## src/rtl/bsm_pkg.sv

```systemverilog
// Shared definitions for the byte-stream bus master.
// Assumes a command byte whose direction and width fields sit at fixed bits.
package bsm_pkg;
    typedef enum logic [1:0] {
        ST_CMD = 2'd0,
        ST_HDR = 2'd1,
        ST_WR  = 2'd2,
        ST_RD  = 2'd3
    } bsm_state_e;

    localparam int CMD_RD_BIT = 7;
    localparam int CMD_WID_HI = 6;
    localparam int CMD_WID_LO = 5;
    localparam int STEP_W     = 8;
endpackage

```

## src/rtl/bsm_margin_ctr.sv

```systemverilog
// Saturating cycle counter: restarts at zero on clr and counts up, stopping at all ones.
// Assumes the caller samples it only when a valid acknowledge has restarted it.
module bsm_margin_ctr #(
    parameter int W = 8
) (
    input  logic         clk,
    input  logic         rst_n,
    input  logic         clr,
    output logic [W-1:0] cnt
);
    // Count cycles since the last restart, holding at the maximum value.
    always_ff @(posedge clk) begin
        if (!rst_n)          cnt <= '0;
        else if (clr)        cnt <= '0;
        else if (cnt != '1)  cnt <= cnt + W'(1);
    end
endmodule

```

## src/rtl/bsm_rd_capture.sv

```systemverilog
// Read-data capture: waits for the acknowledge of an issued read and holds its data until
// the deadline slot. Assumes at most one read outstanding. The deadline discards any
// pending or captured read, and an acknowledge in the deadline cycle is too late.
module bsm_rd_capture #(
    parameter int DATA_W = 32
) (
    input  logic              clk,
    input  logic              rst_n,
    input  logic              issue,
    input  logic              deadline,
    input  logic              ack,
    input  logic [DATA_W-1:0] rdata,
    output logic              accept,
    output logic              ready,
    output logic [DATA_W-1:0] data
);
    logic pending;

    assign accept = ack && (pending || issue) && !deadline;

    // Track the outstanding read and latch its data on a timely acknowledge.
    always_ff @(posedge clk) begin
        if (!rst_n) begin
            pending <= 1'b0;
            ready   <= 1'b0;
            data    <= '0;
        end else if (deadline) begin
            pending <= 1'b0;
            ready   <= 1'b0;
        end else if (accept) begin
            pending <= 1'b0;
            ready   <= 1'b1;
            data    <= rdata;
        end else if (issue) begin
            pending <= 1'b1;
        end
    end
endmodule

```

## src/rtl/bsm_bus_master.sv

```systemverilog
// Byte-stream bus master: decodes command and header bytes, runs write and read bursts on a
// flat bus, and returns read bytes with a per-beat margin report. Assumes one byte per
// byte_stb, at most one strobe per cycle, and read slots spaced by at least one idle cycle.
module bsm_bus_master
    import bsm_pkg::*;
#(
    parameter int ADDR_W = 32,
    parameter int DATA_W = 32,
    parameter int CNT_W  = 16,
    parameter int MGN_W  = 8
) (
    input  logic              clk,
    input  logic              rst_n,
    input  logic              byte_stb,
    input  logic [7:0]        byte_in,
    output logic              tx_valid,
    output logic [7:0]        tx_byte,
    output logic              mgn_valid,
    output logic [MGN_W-1:0]  mgn_value,
    output logic [ADDR_W-1:0] bus_addr,
    output logic [DATA_W-1:0] bus_wdata,
    output logic              bus_wr_en,
    output logic              bus_rd_en,
    input  logic [DATA_W-1:0] bus_rdata,
    input  logic              bus_rd_ack
);
    localparam int NB      = DATA_W / 8;
    localparam int AB      = ADDR_W / 8;
    localparam int CB      = CNT_W / 8;
    localparam int HDR_LEN = AB + 1 + CB;
    localparam int HIDX_W  = $clog2(HDR_LEN);
    localparam int BIDX_W  = (NB > 1) ? $clog2(NB) : 1;

    bsm_state_e        state;
    logic              is_rd;
    logic [1:0]        wm1;
    logic [HIDX_W-1:0] hidx;
    logic [BIDX_W-1:0] bidx;
    logic [STEP_W-1:0] step;
    logic [CNT_W-1:0]  beats;
    logic [CNT_W-1:0]  cnt_last;
    logic [DATA_W-1:0] rbuf;
    logic              deadline;
    logic              cap_accept;
    logic              cap_ready;
    logic [DATA_W-1:0] cap_data;
    logic [MGN_W-1:0]  mgn_cnt;
    logic              beat_last;

    assign cnt_last  = {byte_in, beats[CNT_W-9:0]};
    assign deadline  = byte_stb && (state == ST_RD) && (bidx == '0);
    assign beat_last = (bidx == BIDX_W'(wm1));

    bsm_rd_capture #(.DATA_W(DATA_W)) u_cap (
        .clk      (clk),
        .rst_n    (rst_n),
        .issue    (bus_rd_en),
        .deadline (deadline),
        .ack      (bus_rd_ack),
        .rdata    (bus_rdata),
        .accept   (cap_accept),
        .ready    (cap_ready),
        .data     (cap_data)
    );

    bsm_margin_ctr #(.W(MGN_W)) u_mgn (
        .clk   (clk),
        .rst_n (rst_n),
        .clr   (cap_accept),
        .cnt   (mgn_cnt)
    );

    // Command decode, header capture, burst sequencing and output byte selection.
    always_ff @(posedge clk) begin
        if (!rst_n) begin
            state     <= ST_CMD;
            is_rd     <= 1'b0;
            wm1       <= '0;
            hidx      <= '0;
            bidx      <= '0;
            step      <= '0;
            beats     <= '0;
            rbuf      <= '0;
            bus_addr  <= '0;
            bus_wdata <= '0;
            bus_wr_en <= 1'b0;
            bus_rd_en <= 1'b0;
            tx_valid  <= 1'b0;
            tx_byte   <= '0;
            mgn_valid <= 1'b0;
            mgn_value <= '0;
        end else begin
            bus_wr_en <= 1'b0;
            bus_rd_en <= 1'b0;
            tx_valid  <= 1'b0;
            mgn_valid <= 1'b0;
            if (bus_wr_en) bus_addr <= bus_addr + ADDR_W'(step);
            if (byte_stb) begin
                case (state)
                    ST_CMD: begin
                        is_rd <= byte_in[CMD_RD_BIT];
                        wm1   <= byte_in[CMD_WID_HI:CMD_WID_LO];
                        hidx  <= '0;
                        state <= ST_HDR;
                    end
                    ST_HDR: begin
                        hidx <= hidx + HIDX_W'(1);
                        for (int k = 0; k < AB; k++)
                            if (hidx == HIDX_W'(k)) bus_addr[8*k +: 8] <= byte_in;
                        if (hidx == HIDX_W'(AB)) step <= byte_in;
                        for (int k = 0; k < CB; k++)
                            if (hidx == HIDX_W'(AB + 1 + k)) beats[8*k +: 8] <= byte_in;
                        if (hidx == HIDX_W'(HDR_LEN - 1)) begin
                            bidx <= '0;
                            if (cnt_last == '0) begin
                                state <= ST_CMD;
                            end else if (is_rd) begin
                                state     <= ST_RD;
                                bus_rd_en <= 1'b1;
                            end else begin
                                state <= ST_WR;
                            end
                        end
                    end
                    ST_WR: begin
                        for (int k = 0; k < NB; k++) begin
                            if (bidx == BIDX_W'(k))  bus_wdata[8*k +: 8] <= byte_in;
                            else if (bidx == '0)     bus_wdata[8*k +: 8] <= 8'h00;
                        end
                        if (beat_last) begin
                            bidx      <= '0;
                            bus_wr_en <= 1'b1;
                            beats     <= beats - CNT_W'(1);
                            if (beats == CNT_W'(1)) state <= ST_CMD;
                        end else begin
                            bidx <= bidx + BIDX_W'(1);
                        end
                    end
                    ST_RD: begin
                        tx_valid <= 1'b1;
                        if (bidx == '0) begin
                            mgn_valid <= 1'b1;
                            mgn_value <= cap_ready ? mgn_cnt : '0;
                            rbuf      <= cap_ready ? cap_data : '1;
                            tx_byte   <= cap_ready ? cap_data[7:0] : 8'hFF;
                        end else begin
                            for (int k = 1; k < NB; k++)
                                if (bidx == BIDX_W'(k)) tx_byte <= rbuf[8*k +: 8];
                        end
                        if (beat_last) begin
                            bidx  <= '0;
                            beats <= beats - CNT_W'(1);
                            if (beats == CNT_W'(1)) begin
                                state <= ST_CMD;
                            end else begin
                                bus_rd_en <= 1'b1;
                                bus_addr  <= bus_addr + ADDR_W'(step);
                            end
                        end else begin
                            bidx <= bidx + BIDX_W'(1);
                        end
                    end
                    default: state <= ST_CMD;
                endcase
            end
        end
    end
endmodule

```

## config.mk

```make
export PLATFORM = sky130hd
export DESIGN_NAME = bsm_bus_master
export DESIGN_NICKNAME = d
export VERILOG_FILES = /design/src/rtl/bsm_pkg.sv /design/src/rtl/bsm_margin_ctr.sv /design/src/rtl/bsm_rd_capture.sv /design/src/rtl/bsm_bus_master.sv
export SDC_FILE = /design/constraint.sdc
export NUM_CORES = 1
export LEC_CHECK = 0
export BUFFER_PORTS_ARGS = -buffer_cell sky130_fd_sc_hd__buf_2
export CAP_MARGIN = 20
export CORE_MARGIN = 2
export CORE_UTILIZATION = 50
export CTS_CLUSTER_DIAMETER = 80
export DETAILED_ROUTE_END_ITERATION = 10
export GPL_TIMING_DRIVEN = 0
export PLACE_DENSITY = 0.73
export SLEW_MARGIN = 20
export SYNTH_ARGS = -nofsm -noshare
export SYNTH_HDL_FRONTEND = slang
export SYNTH_HIERARCHICAL = 1
export SYNTH_SLANG_ARGS = --single-unit
```

## constraint.sdc

```tcl
create_clock -name clk -period 2.7 [get_ports clk]
set_clock_uncertainty 0.05 [all_clocks]
set_input_delay 0.135 -clock clk [delete_from_list [all_inputs] [get_ports clk]]
set_output_delay 0.135 -clock clk [all_outputs]
set_load 0.005 [all_outputs]
```

==> run metrics <==
post-synthesis register bit count=184; Max VDD drop=0.446 mV; commonest non-fill, non-tap cell in the layout=dfxtp_1; DRT iter0 DRCs=1127; Post-Synthesis Cells=1231; core area=19600 sq um; Post-Route WL=31.8 mm; maxcap violations=0; CTS buffer count=17; Yosys cell types=90; RSZ-0062 raised after global routing=false; Startpoint Class=flip-flop; Fillers=1745; RR Endpoint=bus_addr[13]$_SDFF_PN0_; r2r setup slk=0.09 ns; area grow syn2layout=18.9%; Switching Share=26.4%; vias in the first global route=9614; Hold EP=u_cap/ready$_SDFFE_PP0P_; die area=21200 sq um; post-route ant nets=0; largest net degree at the start of global routing=18; # nets final=1475; Synth top area share=36.7%; hold path startpoint=rst_n; clk buf depth=2; global placement routability congestion=0.949; FMAX=384 MHz; # DRC=0; final cell count without fillers=1687; most frequent cells in the layout=184 x dfxtp_1, 183 x nand2_1, 136 x buf_2; root buffer cell=clkbuf_16; Port Buf Inserts=127; Least-Margin Pin Slew=0.971 ns; worst rel slew slack=34.8%; die height=146 um; CTS H-tree depth=4; Hold/Removal Path Class=in -> reg; initial antenna violation count=0; post-synth net total=1296; final worst path period share=96.5%; Net Sw Power=1.46 mW; Clk pwr share=43.6%; DP HPWL=22.4 mm; placed cell count=1623; Synth Flop Type=dfxtp_1; first-pass GRT wire length=51.0 mm; sinks on the clock net=184; Avg Inst Size Synth=8.15 sq um; Final Max Tran Viols=0; Final setup viols=0; via count=10300; total congestion overflow=0; Seq pwr share=49.6%; power share of the combinational group=6.8%; area leader, netlist=dfxtp_1; RR Startpoint=bus_addr[2]$_SDFF_PN0_; worst r2r path cells=7; DR vias/cell=6.08; share of layout cells above drive strength 1=16.7%; Int Pwr=4.07 mW; diode count=0; Critical Path AT=2.87 ns; CTS tree=done; CP max FO=8; I/O pin total=128; synth warn=6; clock-pin slew on the worst setup and hold paths=0.08 ns; synth top area cells=dfxtp_1 37%, nand2_1 6.8%, mux2i_1 4.8%; final hold vios=0; post-synthesis sequential area ratio=36.7%; Skew-Pair Late Insertion Delay=0.44 ns; Min-Delay Path Depth=3; Post-synth EDFFs=0; Initial Utilization=51.2%; critical path class=reg -> reg; drt pass-1 iters=6; Async SR Flop Fraction=0%; Leak=4.35 nW; min Tclk post-route=2.61 ns; row cnt=51; nature of the critical path endpoint=flip-flop; status=finished, final reports clean; post-synthesis cell area=10000 sq um; CP required=2.97 ns; total track usage=29.6%; setup_tns=0 ns; Die W=146 um; power per standard cell area=463 nW/um^2; Wirelength per Cell=18.9 um
## cell families after synthesis
| family | after synthesis | share of synthesized area [%] |
|---|---|---|
| simple gates | 526 | 25.9 |
| compound gates | 296 | 20.1 |
| flops | 184 | 36.7 |
| buf+inv | 106 | 4.88 |
| mux | 67 | 6.92 |
| xor+xnor | 31 | 2.71 |
| fa+ha+maj | 21 | 2.69 |
## worst max-delay path by stage
stage	start	to	slack, ns	cells past startpoint
2_1_floorplan	state[0]$_SDFFE_PN0P_	u_mgn/cnt[3]$_SDFFE_PP0P_	0.15	11
3_3_place_gp	state[0]$_SDFFE_PN0P_	u_mgn/cnt[3]$_SDFFE_PP0P_	-0.48	11
6_report	bus_addr[2]$_SDFF_PN0_	bus_addr[13]$_SDFF_PN0_	0.09	7
4_1_cts	beats[1]$_SDFFE_PN0P_	bus_addr[22]$_SDFF_PN0_	0.06	10
3_5_place_dp	state[1]$_SDFFE_PN0P_	u_mgn/cnt[3]$_SDFFE_PP0P_	-0.52	11
5_1_grt	bus_addr[3]$_SDFF_PN0_	bus_addr[17]$_SDFF_PN0_	0.02	9
## cell usage after synthesis (4+ instances only)
cell type  number
nand4_1        18
a21boi_0        4
o22ai_1         9
or3_1           6
a31oi_1         5
o221a_2         4
nand2_1       183
nor3b_1        29
and4_1          7
xor2_1         17
buf_2          10
buf_1           6
buf_4           4
o21ai_0        44
nor3_1         50
dfxtp_1       184
ha_1           20
o21a_1          6
a22oi_1        21
mux2i_1        48
o21ai_1         4
nor2_1        108
nand3_1        48
and2_1         11
o211ai_1       21
o32ai_1         4
xnor2_1        14
o31ai_1         5
nor4_1         13
mux2_2         18
a21oi_1        92
and3_1          9
a211oi_1       10
a21o_1          4
inv_1          20
nand2b_1        8
o31a_1          4
o221ai_1       16
nor2b_1        10
clkbuf_1       61
## metal layers
metal | vias to the layer above | global-route usage, % | wire length (um)
li1 | 4822 | - | -
met1 | 4792 | 41.8 | 14000
met2 | 569 | 45.9 | 14000
met3 | 78 | 5.74 | 3080
met4 | 0 | 9.36 | 757
met5 | - | 0 | 0
## state kept, by name (all words and copies together), names as in the netlist
name,cells
wm1,2
beats,16
hidx,3
u_cap/pending,1
tx_valid,1
bidx,2
u_cap/data,32
bus_wdata,32
state,2
tx_byte,8
bus_wr_en,1
u_mgn/cnt,8
step,8
is_rd,1
mgn_value,8
mgn_valid,1
bus_rd_en,1
rbuf,24
bus_addr,32
u_cap/ready,1
## area by class of cell
type                       instances  area [sq um]  share of cell area [%]
sequential                       184          3680                    30.9
timing repair buffer             161           973                    8.16
clock inverter                    12           114                   0.955
tap                              265           332                    2.78
buffer                            85           415                    3.48
clock buffer                      19           433                    3.63
inverter                          20          78.8                   0.661
multi-input combinational        941          5890                    49.4
## power by group through the flow
stage	logic, mW	registers (mW)	clock network, mW
floorplan	0.186	2.80	0
global placement	0.324	2.80	0
detailed placement	0.324	2.81	0
CTS	0.361	2.74	2.42
global route	0.402	2.74	2.54
finish	0.377	2.74	2.41
## worst max-delay path, stage by stage (launching register included)
cell and delay [ns]:
dfxtp_1 0.35, ha_1 0.31, a211oi_1 0.52, nor3_1 0.14
o21ai_1 0.57, nor4_1 0.13, a311oi_1 0.29, o22ai_1 0.12
## metrics by stage
step                      util (%)  total power [mW]  setup slack (ns)  instance area (sq um)  hold slack, ns
after floorplan                  -              2.99             0.153                  10000           0.161
after global placement        56.1              3.13            -0.481                  11000           0.274
after detailed placement      56.2              3.13            -0.516                  11000           0.283
after CTS                     60.7              5.52            0.0595                  11900          0.0651
after global routing          60.9              5.69            0.0219                  11900          0.0691
final                         60.9              5.53            0.0941                  11900          0.0649
## timing repair
item | CTS | global route
pin swaps | 0 | 2
setup endpoints to repair | 27 | 32
cloned | 0 | 0
gates resized for setup | 3 | 9
hold buffers | 33 | 0
hold endpoints to repair | 33 | 0
buffers inserted | 1 | 0
Power figures use the tool's default switching activity.
